### src/rtl/cop_csr_pkg.sv
package cop_csr_pkg;

    localparam int DATA_W = 32;
    localparam int OFF_W  = 8;

    localparam logic [DATA_W-1:0] MEM_ADDR_MASK = 32'h0000_1FF8;
    localparam logic [DATA_W-1:0] EXT_ADDR_MASK = 32'h00FF_FFF8;
    localparam logic [DATA_W-1:0] PC_MASK       = 32'h0000_0FFC;
    localparam int BANK_BIT = 12;

    // status word bit positions
    localparam int ST_HALT   = 0;
    localparam int ST_BROKE  = 1;
    localparam int ST_SSTEP  = 2;
    localparam int ST_IOB    = 3;
    localparam int ST_SIG    = 4;

    // command bit positions in a status write
    localparam int CMD_CLR_HALT  = 0;
    localparam int CMD_SET_HALT  = 1;
    localparam int CMD_CLR_BROKE = 2;
    localparam int CMD_CLR_IRQ   = 3;
    localparam int CMD_SET_IRQ   = 4;
    localparam int CMD_CLR_SSTEP = 5;
    localparam int CMD_SET_SSTEP = 6;
    localparam int CMD_CLR_IOB   = 7;
    localparam int CMD_SET_IOB   = 8;
    localparam int CMD_SIG       = 9;

    typedef enum logic [2:0] {
        REG_MEM_ADDR = 3'd0,
        REG_EXT_ADDR = 3'd1,
        REG_LEN_IN   = 3'd2,
        REG_LEN_OUT  = 3'd3,
        REG_STATUS   = 3'd4,
        REG_DMA_FULL = 3'd5,
        REG_DMA_BUSY = 3'd6,
        REG_SEM      = 3'd7
    } csr_sel_e;

    typedef struct packed {
        logic     hit;
        csr_sel_e sel;
    } csr_dec_t;

    typedef enum logic [1:0] {
        PAIR_KEEP = 2'd0,
        PAIR_SET  = 2'd1,
        PAIR_CLR  = 2'd2
    } pair_act_e;

    typedef struct packed {
        logic              start;
        logic              dir;
        logic              bank;
        logic [DATA_W-1:0] len;
    } dma_req_t;

    function automatic csr_dec_t decode_csr(input logic [OFF_W-1:0] off);
        csr_dec_t d;
        d.hit = (off[1:0] == 2'b00) && (off[OFF_W-1:5] == '0);
        d.sel = csr_sel_e'(off[4:2]);
        return d;
    endfunction

    function automatic pair_act_e decode_pair(input logic clr, input logic set);
        if (clr && !set) return PAIR_CLR;
        if (set && !clr) return PAIR_SET;
        return PAIR_KEEP;
    endfunction

    function automatic logic apply_pair(input logic cur, input pair_act_e act);
        case (act)
            PAIR_SET: return 1'b1;
            PAIR_CLR: return 1'b0;
            default:  return cur;
        endcase
    endfunction

endpackage

### src/rtl/cop_status_reg.sv
module cop_status_reg
    import cop_csr_pkg::*;
#(
    parameter int NUM_SIG = 8,
    localparam int STAT_W = ST_SIG + NUM_SIG,
    localparam int CMD_W  = CMD_SIG + 2 * NUM_SIG
) (
    input  logic              clk,
    input  logic              rst,
    input  logic              cmd_en,
    input  logic [CMD_W-1:0]  cmd,
    input  logic              brk_evt,
    output logic [STAT_W-1:0] status_word,
    output logic              halt,
    output logic              halt_set_req,
    output logic              irq_raise,
    output logic              irq_lower
);

    logic              halt_q;
    logic              broke_q;
    logic              sstep_q;
    logic              iob_q;
    logic [NUM_SIG-1:0] sig_q;
    pair_act_e         halt_act;
    pair_act_e         irq_act;

    assign halt_act     = decode_pair(cmd[CMD_CLR_HALT], cmd[CMD_SET_HALT]);
    assign irq_act      = decode_pair(cmd[CMD_CLR_IRQ], cmd[CMD_SET_IRQ]);
    assign halt_set_req = cmd_en && (halt_act == PAIR_SET);

    always_ff @(posedge clk) begin
        if (rst) begin
            halt_q    <= 1'b1;
            broke_q   <= 1'b0;
            sstep_q   <= 1'b0;
            iob_q     <= 1'b0;
            irq_raise <= 1'b0;
            irq_lower <= 1'b0;
        end else begin
            irq_raise <= cmd_en && (irq_act == PAIR_SET);
            irq_lower <= cmd_en && (irq_act == PAIR_CLR);
            if (cmd_en) begin
                halt_q  <= apply_pair(halt_q, halt_act);
                sstep_q <= apply_pair(sstep_q,
                           decode_pair(cmd[CMD_CLR_SSTEP], cmd[CMD_SET_SSTEP]));
                iob_q   <= apply_pair(iob_q,
                           decode_pair(cmd[CMD_CLR_IOB], cmd[CMD_SET_IOB]));
            end
            if (brk_evt) begin
                broke_q <= 1'b1;
            end else if (cmd_en && cmd[CMD_CLR_BROKE]) begin
                broke_q <= 1'b0;
            end
        end
    end

    for (genvar k = 0; k < NUM_SIG; k++) begin : g_sig
        always_ff @(posedge clk) begin
            if (rst) begin
                sig_q[k] <= 1'b0;
            end else if (cmd_en) begin
                sig_q[k] <= apply_pair(sig_q[k],
                            decode_pair(cmd[CMD_SIG + 2*k], cmd[CMD_SIG + 2*k + 1]));
            end
        end
    end

    assign halt = halt_q;
    assign status_word = {sig_q, iob_q, sstep_q, broke_q, halt_q};

    // halt moves only on a status write
    assert_halt_hold_R4: assert property (@(posedge clk) disable iff (rst)
        !cmd_en |=> $stable(halt_q));

    // never raise and lower together
    assert_irq_excl_R5: assert property (@(posedge clk) disable iff (rst)
        !(irq_raise && irq_lower));

    // a break event always leaves broke set
    assert_broke_set_R6: assert property (@(posedge clk) disable iff (rst)
        brk_evt |=> broke_q);

endmodule

### src/rtl/cop_step_gate.sv
module cop_step_gate #(
    parameter int NUM = 2,
    parameter int DEN = 3,
    localparam int CW = $clog2(DEN + 1),
    localparam int SW = $clog2(NUM + 1)
) (
    input  logic          clk,
    input  logic          rst,
    input  logic          run_en,
    input  logic          zero_req,
    output logic [SW-1:0] step_cnt
);

    localparam logic [CW:0]   DEN_V = (CW + 1)'(DEN);
    localparam logic [SW-1:0] NUM_V = SW'(NUM);

    logic [CW-1:0] cnt_q;
    logic [CW:0]   nxt;

    assign nxt = {1'b0, cnt_q} + 1'b1;

    always_ff @(posedge clk) begin
        if (rst) begin
            cnt_q    <= '0;
            step_cnt <= '0;
        end else if (zero_req) begin
            cnt_q    <= '0;
            step_cnt <= '0;
        end else if (run_en) begin
            if (nxt >= DEN_V) begin
                cnt_q    <= CW'(nxt - DEN_V);
                step_cnt <= NUM_V;
            end else begin
                cnt_q    <= nxt[CW-1:0];
                step_cnt <= '0;
            end
        end else begin
            step_cnt <= '0;
        end
    end

    // grants only follow a running cycle
    assert_grant_run_R10: assert property (@(posedge clk) disable iff (rst)
        (step_cnt != '0) |-> $past(run_en));

    // grants are never back to back
    assert_grant_spacing_R10: assert property (@(posedge clk) disable iff (rst)
        (step_cnt != '0) |=> (step_cnt == '0));

endmodule

### src/rtl/cop_sem.sv
module cop_sem (
    input  logic clk,
    input  logic rst,
    input  logic take,
    input  logic release_req,
    output logic sem_busy
);

    always_ff @(posedge clk) begin
        if (rst) begin
            sem_busy <= 1'b0;
        end else if (release_req) begin
            sem_busy <= 1'b0;
        end else if (take) begin
            sem_busy <= 1'b1;
        end
    end

    // a release always frees the semaphore
    assert_sem_release_R8: assert property (@(posedge clk) disable iff (rst)
        release_req |=> !sem_busy);

    // a lone read takes it
    assert_sem_take_R8: assert property (@(posedge clk) disable iff (rst)
        (take && !release_req) |=> sem_busy);

endmodule

### src/rtl/cop_csr.sv
module cop_csr
    import cop_csr_pkg::*;
#(
    parameter int PC_W     = 12,
    parameter int NUM_SIG  = 8,
    parameter int STEP_NUM = 2,
    parameter int STEP_DEN = 3
) (
    input  logic                            clk,
    input  logic                            rst,
    input  logic                            bus_wr,
    input  logic                            bus_rd,
    input  logic                            bus_pc_win,
    input  logic [OFF_W-1:0]                bus_addr,
    input  logic [DATA_W-1:0]               bus_wdata,
    output logic                            bus_rvalid,
    output logic [DATA_W-1:0]               bus_rdata,
    output logic                            bus_rerr,
    input  logic                            core_brk,
    input  logic                            dma_full,
    output logic                            dma_start,
    output logic                            dma_dir,
    output logic                            dma_bank,
    output logic [DATA_W-1:0]               dma_len,
    output logic [DATA_W-1:0]               dma_mem_addr,
    output logic [DATA_W-1:0]               dma_ext_addr,
    output logic                            irq_raise,
    output logic                            irq_lower,
    output logic                            run_en,
    output logic [$clog2(STEP_NUM+1)-1:0]   step_cnt,
    output logic [PC_W-1:0]                 pc_value,
    output logic                            pc_load
);

    localparam int STAT_W = ST_SIG + NUM_SIG;
    localparam int CMD_W  = CMD_SIG + 2 * NUM_SIG;
    localparam logic [PC_W-1:0] PC_KEEP = PC_MASK[PC_W-1:0];

    csr_dec_t          dec;
    logic              csr_wr;
    logic              csr_rd;
    logic              pc_hit;
    logic              halt;
    logic              halt_set_req;
    logic [STAT_W-1:0] status_word;
    logic              sem_busy;
    logic              sem_take;
    logic              sem_rel;
    logic              status_wr;
    logic [DATA_W-1:0] mem_addr_q;
    logic [DATA_W-1:0] ext_addr_q;
    logic [DATA_W-1:0] len_q [2];
    logic [PC_W-1:0]   pc_q;
    dma_req_t          req_q;
    logic [DATA_W-1:0] rd_val;
    logic              rd_hit;

    assign dec       = decode_csr(bus_addr);
    assign csr_wr    = bus_wr && !bus_pc_win && dec.hit;
    assign csr_rd    = bus_rd && !bus_pc_win && dec.hit;
    assign pc_hit    = bus_pc_win && (bus_addr == '0);
    assign status_wr = csr_wr && (dec.sel == REG_STATUS);
    assign sem_take  = csr_rd && (dec.sel == REG_SEM);
    assign sem_rel   = csr_wr && (dec.sel == REG_SEM);

    cop_status_reg #(.NUM_SIG(NUM_SIG)) u_status (
        .clk          (clk),
        .rst          (rst),
        .cmd_en       (status_wr),
        .cmd          (bus_wdata[CMD_W-1:0]),
        .brk_evt      (core_brk),
        .status_word  (status_word),
        .halt         (halt),
        .halt_set_req (halt_set_req),
        .irq_raise    (irq_raise),
        .irq_lower    (irq_lower)
    );

    cop_step_gate #(.NUM(STEP_NUM), .DEN(STEP_DEN)) u_gate (
        .clk      (clk),
        .rst      (rst),
        .run_en   (!halt),
        .zero_req (halt_set_req),
        .step_cnt (step_cnt)
    );

    cop_sem u_sem (
        .clk         (clk),
        .rst         (rst),
        .take        (sem_take),
        .release_req (sem_rel),
        .sem_busy    (sem_busy)
    );

    // address and length registers, DMA request
    always_ff @(posedge clk) begin
        if (rst) begin
            mem_addr_q <= '0;
            ext_addr_q <= '0;
            len_q[0]   <= '0;
            len_q[1]   <= '0;
            req_q      <= '0;
        end else begin
            req_q.start <= 1'b0;
            if (csr_wr) begin
                case (dec.sel)
                    REG_MEM_ADDR: mem_addr_q <= bus_wdata & MEM_ADDR_MASK;
                    REG_EXT_ADDR: ext_addr_q <= bus_wdata & EXT_ADDR_MASK;
                    REG_LEN_IN, REG_LEN_OUT: begin
                        len_q[dec.sel == REG_LEN_OUT] <= bus_wdata;
                        req_q.start <= 1'b1;
                        req_q.dir   <= (dec.sel == REG_LEN_OUT);
                        req_q.bank  <= mem_addr_q[BANK_BIT];
                        req_q.len   <= bus_wdata;
                    end
                    default: ;
                endcase
            end
        end
    end

    // program counter, writable only while halted
    always_ff @(posedge clk) begin
        if (rst) begin
            pc_q    <= '0;
            pc_load <= 1'b0;
        end else begin
            pc_load <= 1'b0;
            if (bus_wr && pc_hit && halt) begin
                pc_q    <= bus_wdata[PC_W-1:0] & PC_KEEP;
                pc_load <= 1'b1;
            end
        end
    end

    // read multiplexer
    always_comb begin
        rd_val = '0;
        rd_hit = 1'b0;
        if (bus_pc_win) begin
            rd_hit = pc_hit;
            rd_val = DATA_W'(pc_q);
        end else begin
            rd_hit = dec.hit;
            case (dec.sel)
                REG_MEM_ADDR: rd_val = mem_addr_q;
                REG_EXT_ADDR: rd_val = ext_addr_q;
                REG_LEN_IN:   rd_val = len_q[0];
                REG_LEN_OUT:  rd_val = len_q[1];
                REG_STATUS:   rd_val = DATA_W'(status_word);
                REG_DMA_FULL: rd_val = DATA_W'(dma_full);
                REG_DMA_BUSY: rd_val = '0;
                REG_SEM:      rd_val = DATA_W'(sem_busy);
                default:      rd_val = '0;
            endcase
        end
        if (!rd_hit) rd_val = '0;
    end

    always_ff @(posedge clk) begin
        if (rst) begin
            bus_rvalid <= 1'b0;
            bus_rdata  <= '0;
            bus_rerr   <= 1'b0;
        end else begin
            bus_rvalid <= bus_rd;
            bus_rdata  <= bus_rd ? rd_val : '0;
            bus_rerr   <= bus_rd && !rd_hit;
        end
    end

    assign dma_start    = req_q.start;
    assign dma_dir      = req_q.dir;
    assign dma_bank     = req_q.bank;
    assign dma_len      = req_q.len;
    assign dma_mem_addr = mem_addr_q;
    assign dma_ext_addr = ext_addr_q;
    assign run_en       = !halt;
    assign pc_value     = pc_q;

    // the PC cannot move while running
    assert_pc_locked_R9: assert property (@(posedge clk) disable iff (rst)
        !halt |=> $stable(pc_q));

    // an error response carries zero data
    assert_rerr_zero_R11: assert property (@(posedge clk) disable iff (rst)
        bus_rerr |-> (bus_rvalid && bus_rdata == '0));

    // read data only follows a read strobe
    assert_rvalid_follow_R12: assert property (@(posedge clk) disable iff (rst)
        bus_rvalid |-> $past(bus_rd));

endmodule

### config.mk
export PLATFORM = sky130hd
export DESIGN_NAME = cop_csr
export DESIGN_NICKNAME = d
export VERILOG_FILES = /design/src/rtl/cop_csr_pkg.sv /design/src/rtl/cop_status_reg.sv /design/src/rtl/cop_step_gate.sv /design/src/rtl/cop_sem.sv /design/src/rtl/cop_csr.sv
export SDC_FILE = /design/constraint.sdc
export NUM_CORES = 1
export LEC_CHECK = 0
export BUFFER_PORTS_ARGS = -buffer_cell sky130_fd_sc_hd__buf_2
export CAP_MARGIN = 0
export CORE_MARGIN = 8
export CORE_UTILIZATION = 48
export CTS_CLUSTER_SIZE = 28
export DETAILED_ROUTE_END_ITERATION = 6
export PLACE_DENSITY = 0.77
export SYNTH_ARGS = -nofsm -noshare
export SYNTH_HDL_FRONTEND = slang
export SYNTH_SLANG_ARGS = --single-unit
### constraint.sdc
create_clock -name clk -period 1.9 [get_ports clk]
set_clock_uncertainty 0.1 [all_clocks]
set_input_delay 0.19 -clock clk [delete_from_list [all_inputs] [get_ports clk]]
set_output_delay 0.19 -clock clk [all_outputs]
set_load 0.005 [all_outputs]
* Word level (Yosys, flattened, before mapping)
Memory sizes are Yosys's and may differ from the RTL's.
Cells that the tools add are included.
** Storage, ports and cells
- Register bits after elaboration :: 130
- Memory bits (writable) :: 64
- Bits of input ports :: 47
- Output and inout port bits :: 151
- Word-level logic and storage cells :: 346
- Memories kept :: 1
** Memory list
- len_q :: words 2, width 32, rd ports 2, clocked after memory_dff 0, write ports 2, line cop_csr.sv:52 : logic [DATA_W-1:0] len_q [2];
** Cells by class
- $add $sub $neg :: 2
- $lt $le $gt $ge :: 1
- Equal/unequal tests :: 31
- Mux-type cells :: 173
- Bitwise gates (word level) :: 3
- Reductions and logical operators :: 105
** Operators by type and width (number)
- $pmux W32 S8 :: 1
- $mux W2 :: 70
- $mux W1 :: 88
- $logic_and A1 B1 Y1 :: 40
- $mux W35 :: 1
- $mux W32 :: 1
- $reduce_or A32 Y1 :: 1
- $reduce_and A2 Y1 :: 14
- $logic_not A1 Y1 :: 27
- $eq A2 B1 Y1 const B :: 12
- $eq A2 B2 Y1 const B :: 12
- $reduce_bool A2 Y1 :: 12
- $pmux W1 S2 :: 11
- $eq A3 B3 Y1 const B :: 4
- $mux W12 :: 1
- $logic_not A8 Y1 :: 1
- $reduce_or A2 Y1 :: 4
- $eq A3 B2 Y1 const B :: 2
- $logic_not A3 Y1 :: 2
- $reduce_or A3 Y1 :: 2
- $reduce_or A4 Y1 :: 1
- $add A2 B1 Y3 const B :: 1
- $eq A3 B1 Y1 const B :: 1
- $ge A3 B2 Y1 const B :: 1
- 3 further kinds :: 5

* Longest topological paths before layout
Gate-level depths: netlist of the first run.
- Depth in word-level cells :: 16
- Depth in mapped cells :: 7
- Depth with buffers taken out :: 5

* Hierarchy
From an unflattened synthesis of the first run, not the netlist that was laid out.
** Unflattened totals
- Cells, all modules :: 799
- Area total of the unflattened synthesis :: 8231.6 um2
** Modules (own cells, without submodules)
- cop_csr :: times used 1, cells an instance 688, area an instance 7148.1 um2, seq. area each 4144.0 um2
- cop_status_reg :: times used 1, cells an instance 95, area an instance 918.4 um2, seq. area each 280.3 um2
- cop_step_gate :: times used 1, cells an instance 13, area an instance 131.4 um2, seq. area each 60.1 um2
- cop_sem :: times used 1, cells an instance 3, area an instance 33.8 um2, seq. area each 20.0 um2

* Worst setup path after synthesis of the first run
OpenSTA, ideal clock, no wires.
- Path type :: in2reg
- Start :: input port bus_addr[0]
- End :: memory len_q[0][0], enable pin
- Setup time :: 0.375 ns
- Arrival :: 1.637 ns
- Required time :: 1.425 ns
- Slack :: -0.212 ns
- Stages :: 4
- Path buffers :: 0
- Path through :: or4_4 nor3_2 and4b_1 or2_2
** RTL lines
- start: declaration :: line cop_csr.sv:14 : input logic [OFF_W-1:0] bus_addr,
- end: declaration :: line cop_csr.sv:52

* Worst setup path after layout of the first run
- Start :: input port bus_addr[0]
- End :: register pc_q[4], in the netlist pc_value[4]
** Between the ends
- Longest elaborated chain between the ends :: 4
** RTL lines
- $logic_not A8 Y1 :: line cop_csr.sv:61 : assign pc_hit = bus_pc_win && (bus_addr == '0);
- $logic_and A1 B1 Y1 :: line cop_csr.sv:61
- $logic_and A1 B1 Y1 (2 in a row) :: line cop_csr.sv:129 : if (bus_wr && pc_hit && halt) begin
- end signal: assignment :: line cop_csr.sv:130 : pc_q <= bus_wdata[PC_W-1:0] & PC_KEEP;
- end: declaration :: line cop_csr.sv:53 : logic [PC_W-1:0] pc_q;
Every way passes these cells.
A chain may end at the register's enable or synchronous reset.

==> flow_summary.json, run 1 <==
{
  "detail_route.drc_violations": 0,
  "seq_cells_post_synth": 193,
  "clk_pin_slew_ps": 70,
  "setup.worst_path.class": "in -> reg",
  "critical_path_arrival_ps": 1770,
  "std_cell_rows": 47,
  "mostFrequentLayoutCell": "sky130_fd_sc_hd__buf_2",
  "grt.total_usage": 0.2170,
  "num_vias": 6586,
  "clock_latency_ps": 440,
  "p_leak_nw": 4.569,
  "cts_tree": "done",
  "drt-initial-drc-count": 373,
  "number_of_enable_flip_flop_cells_after_synthesis": 64,
  "layout_worst_path_cycle_share": 0.8295,
  "yosys_warnings": 0,
  "antennaDiodeCount": 0,
  "timing.final.max_slew_violations": 0,
  "antenna_viol_nets_final": 0,
  "routed_wire_length_per_instance_um": 19.00,
  "synth.avg_cell_area_um2": 10.30,
  "start_util": 0.4891,
  "post_synth_inst_count": 785,
  "vdd.ir_drop.worst_v": 0.0006884,
  "report.power.total_w": 0.008619,
  "finalNetCount": 1060,
  "rr_endpoint": "bus_rdata[10]",
  "cp_capture_point": "pc_value[4]",
  "place_area_um2": 9355,
  "most-common-layout-cells": "160 x sky130_fd_sc_hd__buf_2, 129 x sky130_fd_sc_hd__dfxtp_1, 115 x sky130_fd_sc_hd__nand2_1",
  "via_per_inst": 5.337,
  "min-delay-path-class": "in -> reg",
  "finalWirelength_mm": 23.44,
  "worst_ep_required_time_ps": 2090,
  "setup_repair_after_global_routing_missed_its_margin": "false",
  "antenna_violations_before_repair": 0,
  "critical_path_peak_fanout": 11,
  "fp.dieArea_um2": 21250,
  "grt_pass1_wl_mm": 36.44,
  "layout_min_cycle_time_ps": 1576,
  "floorplan.core_area_um2": 16520,
  "reg2reg_slack_ps": 340,
  "endpoint_kind": "flip-flop",
  "drv.max_cap_violation_count": 0,
  "portBuffers": 161,
  "die_width_um": 145.8,
  "pin_count_of_the_biggest_net_entering_global_routing": 52,
  "post_cts_buffers": 0,
  "globalRoute.totalOverflow": 0,
  "tns_ps": 0,
  "drt_pass1_iterations": 5,
  "achievable-frequency_mhz": 634.5,
  "worst_hold_slack_ps": 22.84,
  "yosysUniqueCellTypes": 53,
  "root_buffer": "sky130_fd_sc_hd__clkbuf_16",
  "globalplace.congestion": 0.8238,
  "flow.area_growth_from_synthesis_pct": 27.09,
  "grt_pass1_vias": 6640,
  "setup_viol": 0,
  "post_route_cells_drive_above_1_share": 0.2742,
  "nFillCells": 1363,
  "clockBufferDepth": 2,
  "power_density_nw_per_um2": 839.1,
  "mappedNetlistArea_um2": 8083,
  "dp_hpwl_mm": 16.35,
  "ys_dominant_reg_cell": "sky130_fd_sc_hd__dfxtp_1",
  "worstSetupStartpoint": "bus_addr[0]",
  "run_status": "complete, no violations",
  "synth-seq-area-share": 0.5573,
  "clock_sinks": 193,
  "die_h_um": 145.8,
  "worst_pin_slew_ps": 830.3,
  "async_reset_ff_frac": 0,
  "cts_htree_levels": 4,
  "finalHoldViolations": 0,
  "rr_worst_depth": 3,
  "layout.cell_area.non_filler_um2": 10270,
  "timing.rr.start": "len_q[1][10]",
  "finalCoreUtilization": 0.6216,
  "cts_buffers": 17,
  "timing.max_slew.rel_slack": 0.4453,
  "top_level_ports": 198,
  "timing.critical_path.from_type": "input port"
}
-- synth_stat cells, types with 17 or more instances --
library cell                 n  area [µm²]
sky130_fd_sc_hd__a21oi_1    70       350.3
sky130_fd_sc_hd__and2_1     35       219.0
sky130_fd_sc_hd__and3_1     37       231.5
sky130_fd_sc_hd__buf_2      17       85.08
sky130_fd_sc_hd__buf_4      37       277.8
sky130_fd_sc_hd__clkbuf_1   27       101.4
sky130_fd_sc_hd__dfxtp_1   129        2582
sky130_fd_sc_hd__edfxtp_1   64        1922
sky130_fd_sc_hd__inv_1      25       93.84
sky130_fd_sc_hd__mux2i_1    39       390.4
sky130_fd_sc_hd__nand2_1   115       431.7
sky130_fd_sc_hd__nor2_1     52       195.2
-- state kept, by name (all words and copies together), names as in the netlist --
| signal | cells |
|---|---|
| dma_bank | 1 |
| u_gate.cnt_q | 2 |
| u_status.sstep_q | 1 |
| bus_rdata | 32 |
| pc_load | 1 |
| u_status.irq_lower | 1 |
| u_sem.sem_busy | 1 |
| bus_rvalid | 1 |
| u_status.iob_q | 1 |
| bus_rerr | 1 |
| u_status.broke_q | 1 |
| dma_ext_addr | 21 |
| dma_start | 1 |
| u_status.halt | 1 |
| len_q | 64 |
| u_gate.step_cnt | 1 |
| dma_mem_addr | 10 |
| dma_dir | 1 |
| u_status.irq_raise | 1 |
| dma_len | 32 |
| pc_value | 10 |
| u_status.status_word | 8 |
-- how the worst min path moves through the flow --
stage                             start                 end  cells past startpoint
after global placement         core_brk    u_status.broke_q                      3
after CTS                  bus_wdata[2]          dma_len[2]                      3
final                     bus_wdata[11]         dma_len[11]                      3
after floorplan            bus_wdata[4]  u_status.irq_lower                      1
after detailed placement    dma_len[13]         dma_len[13]                      2
after global routing      bus_wdata[11]         dma_len[11]                      3
-- logic make-up (layout without fill, tap and decap cells) --
family                     count (synthesis)  in the layout  synth area share
AOI/OAI and AO/OA                        126            126           0.09830
xor gates and xnor gates                   1              1          0.001084
other                                      1             36         0.0004640
DFF                                      193            193            0.5573
muxes                                     55             55           0.07477
and+or+nand+nor                          286            286            0.1772
adders and majority gates                 12             12           0.01858
buffers and inverters                    111            305           0.07229
-- metal layers --
metal  share of wire  global-route usage  up-vias
met4           0.032             0.09787        0
met5               0                   0        -
met1            0.41              0.2579     3176
met3           0.077             0.06530       62
li1                -                   -     3091
met2            0.48              0.3556      257
-- what timing repair did --
| item | CTS | global route |
|---|---|---|
| endpoints found under the hold margin | 64 | 0 |
| hold buffers | 30 | 0 |
| resized for setup | 0 | 0 |
-- worst max-delay path: stages --
cell	delay (ps)
sky130_fd_sc_hd__buf_2	100
sky130_fd_sc_hd__or4_4	540
sky130_fd_sc_hd__buf_4	170
sky130_fd_sc_hd__nor4_4	300
sky130_fd_sc_hd__buf_12	190
sky130_fd_sc_hd__mux2i_1	200
sky130_fd_sc_hd__nor2_1	70
-- report_power, final --
group	internal [W]	switching (W)	total [W]
logic	0.000232	0.000340	0.000572
registers	0.00433	0.0000253	0.00435
clock network	0.00207	0.00162	0.00370
-- final cells by class --
type                    count  area [µm²]  area share
well taps                 220       275.3     0.02680
clock buffers              21       504.2     0.04909
multi-input cells         516        3133      0.3050
flip-flops and latches    193        4504      0.4385
clock inverters            11       112.6     0.01096
repair buffers            248        1649      0.1605
inverters                  25       93.84    0.009135
-- metrics by stage --
step                      instances  worst slack [ps]
final                          1234             323.9
after global routing           1234             239.3
after CTS                      1234             326.3
after detailed placement       1172            -106.5
after global placement         1172            -68.84
after floorplan                 820            -38.53
Power figures use the tool's default switching activity.
==> inputs of run 2 (changes only) <==
ABC_AREA = 1   (was unset)
clock period = 1.38 ns   (was 1.9 ns; I/O delays follow)
==> run 2 against run 1 <==
  * First-iteration DRC count up 56%
  * Final cell count up 14%
  * Critical path type is now reg -> out
  * Synthesized cell count up 21%
==> flow_summary.json, run 2 <==
{
  "slowest_stage": "sky130_fd_sc_hd__dfxtp_2",
  "root_buffer": "sky130_fd_sc_hd__clkbuf_16",
  "clk_pin_slew_ps": 70,
  "met1_length_mm": 9.261,
  "grt_pass1_vias": 7273,
  "post_route_cells_drive_above_1_share": 0.2378,
  "synth_largest_type_area_fraction": 0.3199,
  "clock_sinks": 193,
  "multi_input_comb_area_um2": 2952,
  "globalRoute.totalOverflow": 0,
  "run_status": "complete, no violations",
  "drt_pass1_iterations": 5,
  "grt.total_usage": 0.2184,
  "clock_latency_ps": 440,
  "nFillCells": 1354,
  "power.share.combinational": 0.066,
  "largest_reg_flops": 64,
  "timing.critical_path.from_type": "flip-flop",
  "mappedNetlistArea_um2": 8073,
  "place_area_um2": 9402,
  "finalWirelength_mm": 23.20,
  "portBuffers": 161,
  "finalNetCount": 1236,
  "fp.dieArea_um2": 21220,
  "finalHoldViolations": 0,
  "post_cts_buffers": 0,
  "die_h_um": 145.7,
  "detail_route.drc_violations": 0,
  "timing.final.max_slew_violations": 0,
  "layout.cell_area.non_filler_um2": 10350,
  "floorplan.core_area_um2": 16520,
  "antenna_viol_nets_final": 0,
  "critical_path_peak_fanout": 3,
  "worst_hold_slack_ps": 86.68,
  "seq_power_share": 0.509,
  "achievable-frequency_mhz": 764.8,
  "worstPathCellList": "inv_1 > buf_4 > buf_2",
  "synth.largest_area_cell": "sky130_fd_sc_hd__dfxtp_1",
  "globalplace.congestion": 0.8695,
  "flow.area_growth_from_synthesis_pct": 28.22,
  "footprint_of_the_flip_flops_and_latches_um2": 4507,
  "async_reset_ff_frac": 0,
  "synth.avg_cell_area_um2": 8.480,
  "top_level_ports": 198,
  "number_of_enable_flip_flop_cells_after_synthesis": 64,
  "yosys.cell_count.top_type": "sky130_fd_sc_hd__nand2_1",
  "setup.worst_path.class": "reg -> out",
  "worst_ep_required_time_ps": 1140,
  "synth-seq-area-share": 0.5580,
  "layout_min_cycle_time_ps": 1308,
  "num_vias": 7309,
  "finalCoreUtilization": 0.6264,
  "pin_count_of_the_biggest_net_entering_global_routing": 39,
  "cts_htree_levels": 4,
  "drt-initial-drc-count": 582,
  "worst-path-buf-inv": 3,
  "synth_top_cells_by_count": "198 x sky130_fd_sc_hd__nand2_1, 139 x sky130_fd_sc_hd__nor2_1, 129 x sky130_fd_sc_hd__dfxtp_1, 87 x sky130_fd_sc_hd__nand3_1, 75 x sky130_fd_sc_hd__inv_1",
  "yosys_warnings": 0,
  "tns_ps": 0,
  "std_cell_rows": 47,
  "critical-path-top-delay-family": "flip-flops",
  "p_clk_frac": 0.425,
  "internal-power_w": 0.008971,
  "dp_hpwl_mm": 16.06,
  "cpPeakStageDelay_ps": 320,
  "mostFrequentLayoutCell": "sky130_fd_sc_hd__nand2_1",
  "dr_wl_met3_mm": 1.832,
  "most-common-layout-cells": "195 x sky130_fd_sc_hd__nand2_1, 161 x sky130_fd_sc_hd__buf_2, 134 x sky130_fd_sc_hd__nor2_1",
  "layout_worst_path_cycle_share": 0.9475,
  "drv.max_cap_violation_count": 0,
  "critical_path_arrival_ps": 1070,
  "post_synth_inst_count": 952,
  "p_sw_w": 0.002789,
  "routed_wire_length_per_instance_um": 16.45,
  "reg2reg_slack_ps": 80,
  "p_leak_nw": 4.598,
  "cts_tree": "done",
  "via_per_inst": 5.184,
  "seq_cells_post_synth": 193,
  "route.met2.wl_mm": 11.49,
  "vdd.ir_drop.worst_v": 0.0009264,
  "report.power.total_w": 0.01176,
  "yosysUniqueCellTypes": 34,
  "endpoint_kind": "output pin",
  "min-delay-path-class": "in -> reg",
  "antenna_violations_before_repair": 0,
  "cts_buffers": 17,
  "ys_dominant_reg_cell": "sky130_fd_sc_hd__dfxtp_1",
  "dr.max_layer_used": "met4",
  "antennaDiodeCount": 0,
  "clockBufferDepth": 2,
  "power_density_nw_per_um2": 1136,
  "grt_pass1_wl_mm": 37.52,
  "netSwitchingFraction": 0.2371,
  "setup_viol": 0,
  "cell_types_with_the_largest_area_share_after_synthesis": "sky130_fd_sc_hd__dfxtp_1 32%, sky130_fd_sc_hd__edfxtp_1 24%, sky130_fd_sc_hd__nand2_1 9.2%",
  "die_width_um": 145.7,
  "max_flop_register": "len_q",
  "start_util": 0.4885,
  "setup_repair_after_global_routing_missed_its_margin": "false"
}
[run 2: cell count changes after synthesis, sizes merged, moves of 12 or more]
cell / change
nor2: +93
nand2: +87
nand3: +77
inv: +54
mux2i: -39
and3: -37
and2: -35
mux2: -13
a31oi: +12
nor3: +12
[run 2: area by class of cell]
| type | count | area share |
|---|---|---|
| clock buffers | 17 | 0.04110 |
| well taps | 220 | 0.02659 |
| multi-input cells | 625 | 0.2851 |
| flip-flops and latches | 193 | 0.4354 |
| clock inverters | 15 | 0.01656 |
| repair buffers | 259 | 0.1658 |
| inverters | 81 | 0.02937 |
[run 2: metrics by stage]
stage                     setup slack, ps  instances
after global placement             -224.4       1343
after CTS                           32.13       1410
after global routing                2.762       1410
after floorplan                    -209.5        987
after detailed placement           -246.3       1343
final                               72.44       1410
[run 2: power groups by stage]
stage | sequential [W] | combinational (W) | clock, W
finish | 0.00599 | 0.000776 | 0.00500
global placement | 0.00611 | 0.000674 | 0
floorplan | 0.00611 | 0.000423 | 0
detailed placement | 0.00611 | 0.000681 | 0
CTS | 0.00599 | 0.000763 | 0.00506
global route | 0.00599 | 0.000846 | 0.00529
[run 2: cells by family (layout without fill, tap and decap cells)]
kind of cell | Yosys count | in the layout | share of synthesized area
AOI/OAI and AO/OA | 121 | 121 | 0.08339
xor gates and xnor gates | 1 | 1 | 0.001085
adders and majority gates | 12 | 12 | 0.01860
buffers and inverters | 169 | 372 | 0.1020
DFF | 193 | 193 | 0.5580
other | 1 | 36 | 0.0004645
and+or+nand+nor | 455 | 455 | 0.2365
[run 2: routing by layer]
| metal | vias to the layer above | GRT usage |
|---|---|---|
| li1 | 3470 | - |
| met1 | 3439 | 0.2572 |
| met2 | 348 | 0.3686 |
| met3 | 52 | 0.06126 |
| met4 | 0 | 0.08902 |
| met5 | - | 0 |
[run 2: timing repair]
item | 4_1_cts | 5_1_grt
hold endpoints to repair | 95 | 0
resized for setup | 1 | 3
hold buffers | 35 | 0
endpoints found under the setup margin | 1 | 5
[run 2: tightest hold or removal path, cell delays in order]
cell and delay, ps:
sky130_fd_sc_hd__buf_2 120, sky130_fd_sc_hd__buf_4 170, sky130_fd_sc_hd__nand3_1 80, sky130_fd_sc_hd__a21oi_1 60
[run 2: final timing paths]
kind | cells past startpoint | start | endpoint
worst min-delay path | 4 | bus_wdata[11] | dma_len[11]
worst max-delay path | 3 | u_status.halt | run_en
worst min register to register | 2 | u_gate.cnt_q[1] | u_gate.step_cnt[1]
worst max register to register | 6 | u_status.halt | pc_value[4]
==> inputs of run 3 (changes only) <==
ABC_AREA = unset   (was 1)
==> run 3 against run 2 <==
  * The flow now finishes with violations (negative setup slack)
  * Clock power is 9.0% higher
  * Non-clock buffer count is 40 higher
  * Register-to-register slack worse by 210 ps
  * Final cell count is 8.9% lower
  * Critical path depth is 5 higher
  * Count of clock-buffer cells in the layout is 8 higher
  * First-iteration DRC count is 8.6% lower
  * Via count is 5.2% lower
  * Routed wire length is 9.4% higher
  * Cell area is 6.5% higher
  * Die area is 0.11% higher
  * Critical path type is now in -> reg
==> flow_summary.json, run 3 (synthesized netlist as in run 1, its figures left out) <==
{
  "run_status": "complete, but fails checks",
  "violations": "negative setup slack",
  "finalNetCount": 1111,
  "power.share.combinational": 0.074,
  "routed_wire_length_per_instance_um": 19.75,
  "netSwitchingFraction": 0.2227,
  "clock_latency_ps": 440,
  "drt_pass1_iterations": 5,
  "finalWirelength_mm": 25.38,
  "finalCoreUtilization": 0.6673,
  "most-common-layout-cells": "157 x sky130_fd_sc_hd__buf_2, 129 x sky130_fd_sc_hd__dfxtp_1, 114 x sky130_fd_sc_hd__nand2_1",
  "cts_tree": "done",
  "critical_path_arrival_ps": 1740,
  "achievable-frequency_mhz": 657.4,
  "globalplace.congestion": 0.8324,
  "footprint_of_the_flip_flops_and_latches_um2": 4504,
  "antennaDiodeCount": 0,
  "grtUsageMet2": 0.3707,
  "die_h_um": 145.8,
  "globalRoute.totalOverflow": 0,
  "dp_hpwl_mm": 17.01,
  "portBuffers": 161,
  "grt_use_met3": 0.06343,
  "p_sw_w": 0.002752,
  "grt_pass1_vias": 6816,
  "tns_ps": -5524,
  "start_util": 0.4891,
  "pin_count_of_the_biggest_net_entering_global_routing": 34,
  "min-delay-path-class": "in -> reg",
  "p_leak_nw": 4.923,
  "detail_route.drc_violations": 0,
  "worst_hold_slack_ps": 7.715,
  "timing.critical_path.from_type": "input port",
  "power_density_nw_per_um2": 1120,
  "seq_power_share": 0.485,
  "top_usage_layer": "met2",
  "antenna_violations_before_repair": 1,
  "post_route_cells_drive_above_1_share": 0.3484,
  "layout_worst_path_cycle_share": 1.102,
  "post-route-worst-setup-slack_ps": -141.0,
  "layout_min_cycle_time_ps": 1521,
  "drv.max_cap_violation_count": 0,
  "finalHoldViolations": 0,
  "vdd.ir_drop.worst_v": 0.001053,
  "via_per_inst": 5.394,
  "floorplan.core_area_um2": 16520,
  "top_level_ports": 198,
  "clockBufferDepth": 2,
  "setup_viol": 97,
  "antenna_viol_nets_final": 0,
  "worst_pin_slew_ps": 562.8,
  "setup_repair_after_global_routing_missed_its_margin": "true",
  "nFillCells": 1228,
  "endpoint_kind": "flip-flop",
  "drt-initial-drc-count": 532,
  "globalRouteMet1Util": 0.2705,
  "setup.worst_path.class": "in -> reg",
  "clock_sinks": 193,
  "cts_htree_levels": 4,
  "std_cell_rows": 47,
  "p_clk_frac": 0.441,
  "num_vias": 6931,
  "timing.final.max_slew_violations": 0,
  "mostFrequentLayoutCell": "sky130_fd_sc_hd__buf_2",
  "critical_path_peak_fanout": 6,
  "clk_pin_slew_ps": 70,
  "grt.total_usage": 0.2241,
  "grt_pass1_wl_mm": 37.62,
  "flow.area_growth_from_synthesis_pct": 36.42,
  "timing.max_slew.rel_slack": 0.6231,
  "largest_reg_flops": 64,
  "max_flop_register": "len_q",
  "root_buffer": "sky130_fd_sc_hd__clkbuf_16",
  "cts_buffers": 17,
  "multi_input_comb_area_um2": 3339,
  "fp.dieArea_um2": 21250,
  "internal-power_w": 0.009603,
  "worst_ep_required_time_ps": 1600,
  "die_width_um": 145.8
}
## run 3: cell types whose count changed in the layout (fill, tap and decap cells not counted), moves of 12 or more
cell                      change
sky130_fd_sc_hd__and3_1      +34
sky130_fd_sc_hd__inv_1       -51
sky130_fd_sc_hd__and2_1      +32
sky130_fd_sc_hd__mux2i_1     +39
sky130_fd_sc_hd__nor2_1      -94
sky130_fd_sc_hd__nand3_1     -79
sky130_fd_sc_hd__buf_4       +39
sky130_fd_sc_hd__nor3_1      -15
sky130_fd_sc_hd__mux2_2      +13
sky130_fd_sc_hd__nand2_1     -81
sky130_fd_sc_hd__a31oi_1     -12
## run 3: worst max-delay path, stage by stage
cell                      delay [ps]
sky130_fd_sc_hd__buf_8            90
sky130_fd_sc_hd__or4_4           560
sky130_fd_sc_hd__buf_6           160
sky130_fd_sc_hd__nor4_4          190
sky130_fd_sc_hd__buf_4           180
sky130_fd_sc_hd__buf_12          130
sky130_fd_sc_hd__mux2i_1         200
sky130_fd_sc_hd__nor2_1           70
## run 3: per-layer routing
layer / vias to the layer above / routed length [µm]
met5: - / 9
met4: 2 / 675
met3: 56 / 2022
met2: 301 / 12490
met1: 3381 / 10180
li1: 3191 / -
## run 3: path summary, 6_finish.rpt
check	startpoint	end	slack [ps]	depth (start not counted)
worst min register to register	dma_len[25]	dma_len[25]	350	2
worst min-delay path	bus_wdata[5]	u_status.sstep_q	8	4
worst max-delay path	bus_addr[5]	pc_value[9]	-140	8
worst max register to register	len_q[0][10]	bus_rdata[10]	-130	4
## run 3: power by group through the flow
stage | clock [W] | combinational (W) | sequential [W]
global placement | 0 | 0.000775 | 0.00611
CTS | 0.00547 | 0.000858 | 0.00599
finish | 0.00545 | 0.000920 | 0.00599
floorplan | 0 | 0.000425 | 0.00610
detailed placement | 0 | 0.000782 | 0.00612
global route | 0.00572 | 0.000986 | 0.00600
## run 3: cell type report
| class | instances | share of cell area |
|---|---|---|
| repair buffers | 299 | 0.1939 |
| multi-input cells | 516 | 0.3028 |
| clock inverters | 7 | 0.006581 |
| inverters | 25 | 0.008510 |
| clock buffers | 25 | 0.05469 |
| well taps | 220 | 0.02496 |
| flip-flops and latches | 193 | 0.4085 |
## run 3: repair_timing
item | in CTS | in global routing
gates resized for setup | 22 | 45
hold endpoints to repair | 61 | 0
cloned | 1 | 3
endpoints found under the setup margin | 101 | 155
pin swaps | 10 | 15
buffers inserted | 2 | 9
hold buffers | 24 | 0
## run 3: per-stage QoR
stage / setup slack (ps) / std cells / power (W) / instance area (µm²)
2_1_floorplan: -505.2 / 820 / 0.006530 / 8295
3_3_place_gp: -530.1 / 1216 / 0.006884 / 9711
3_5_place_dp: -602.0 / 1216 / 0.006897 / 9711
4_1_cts: -131.2 / 1275 / 0.01232 / 10740
5_1_grt: -160.3 / 1285 / 0.01271 / 11030
6_report: -141.0 / 1285 / 0.01235 / 11030
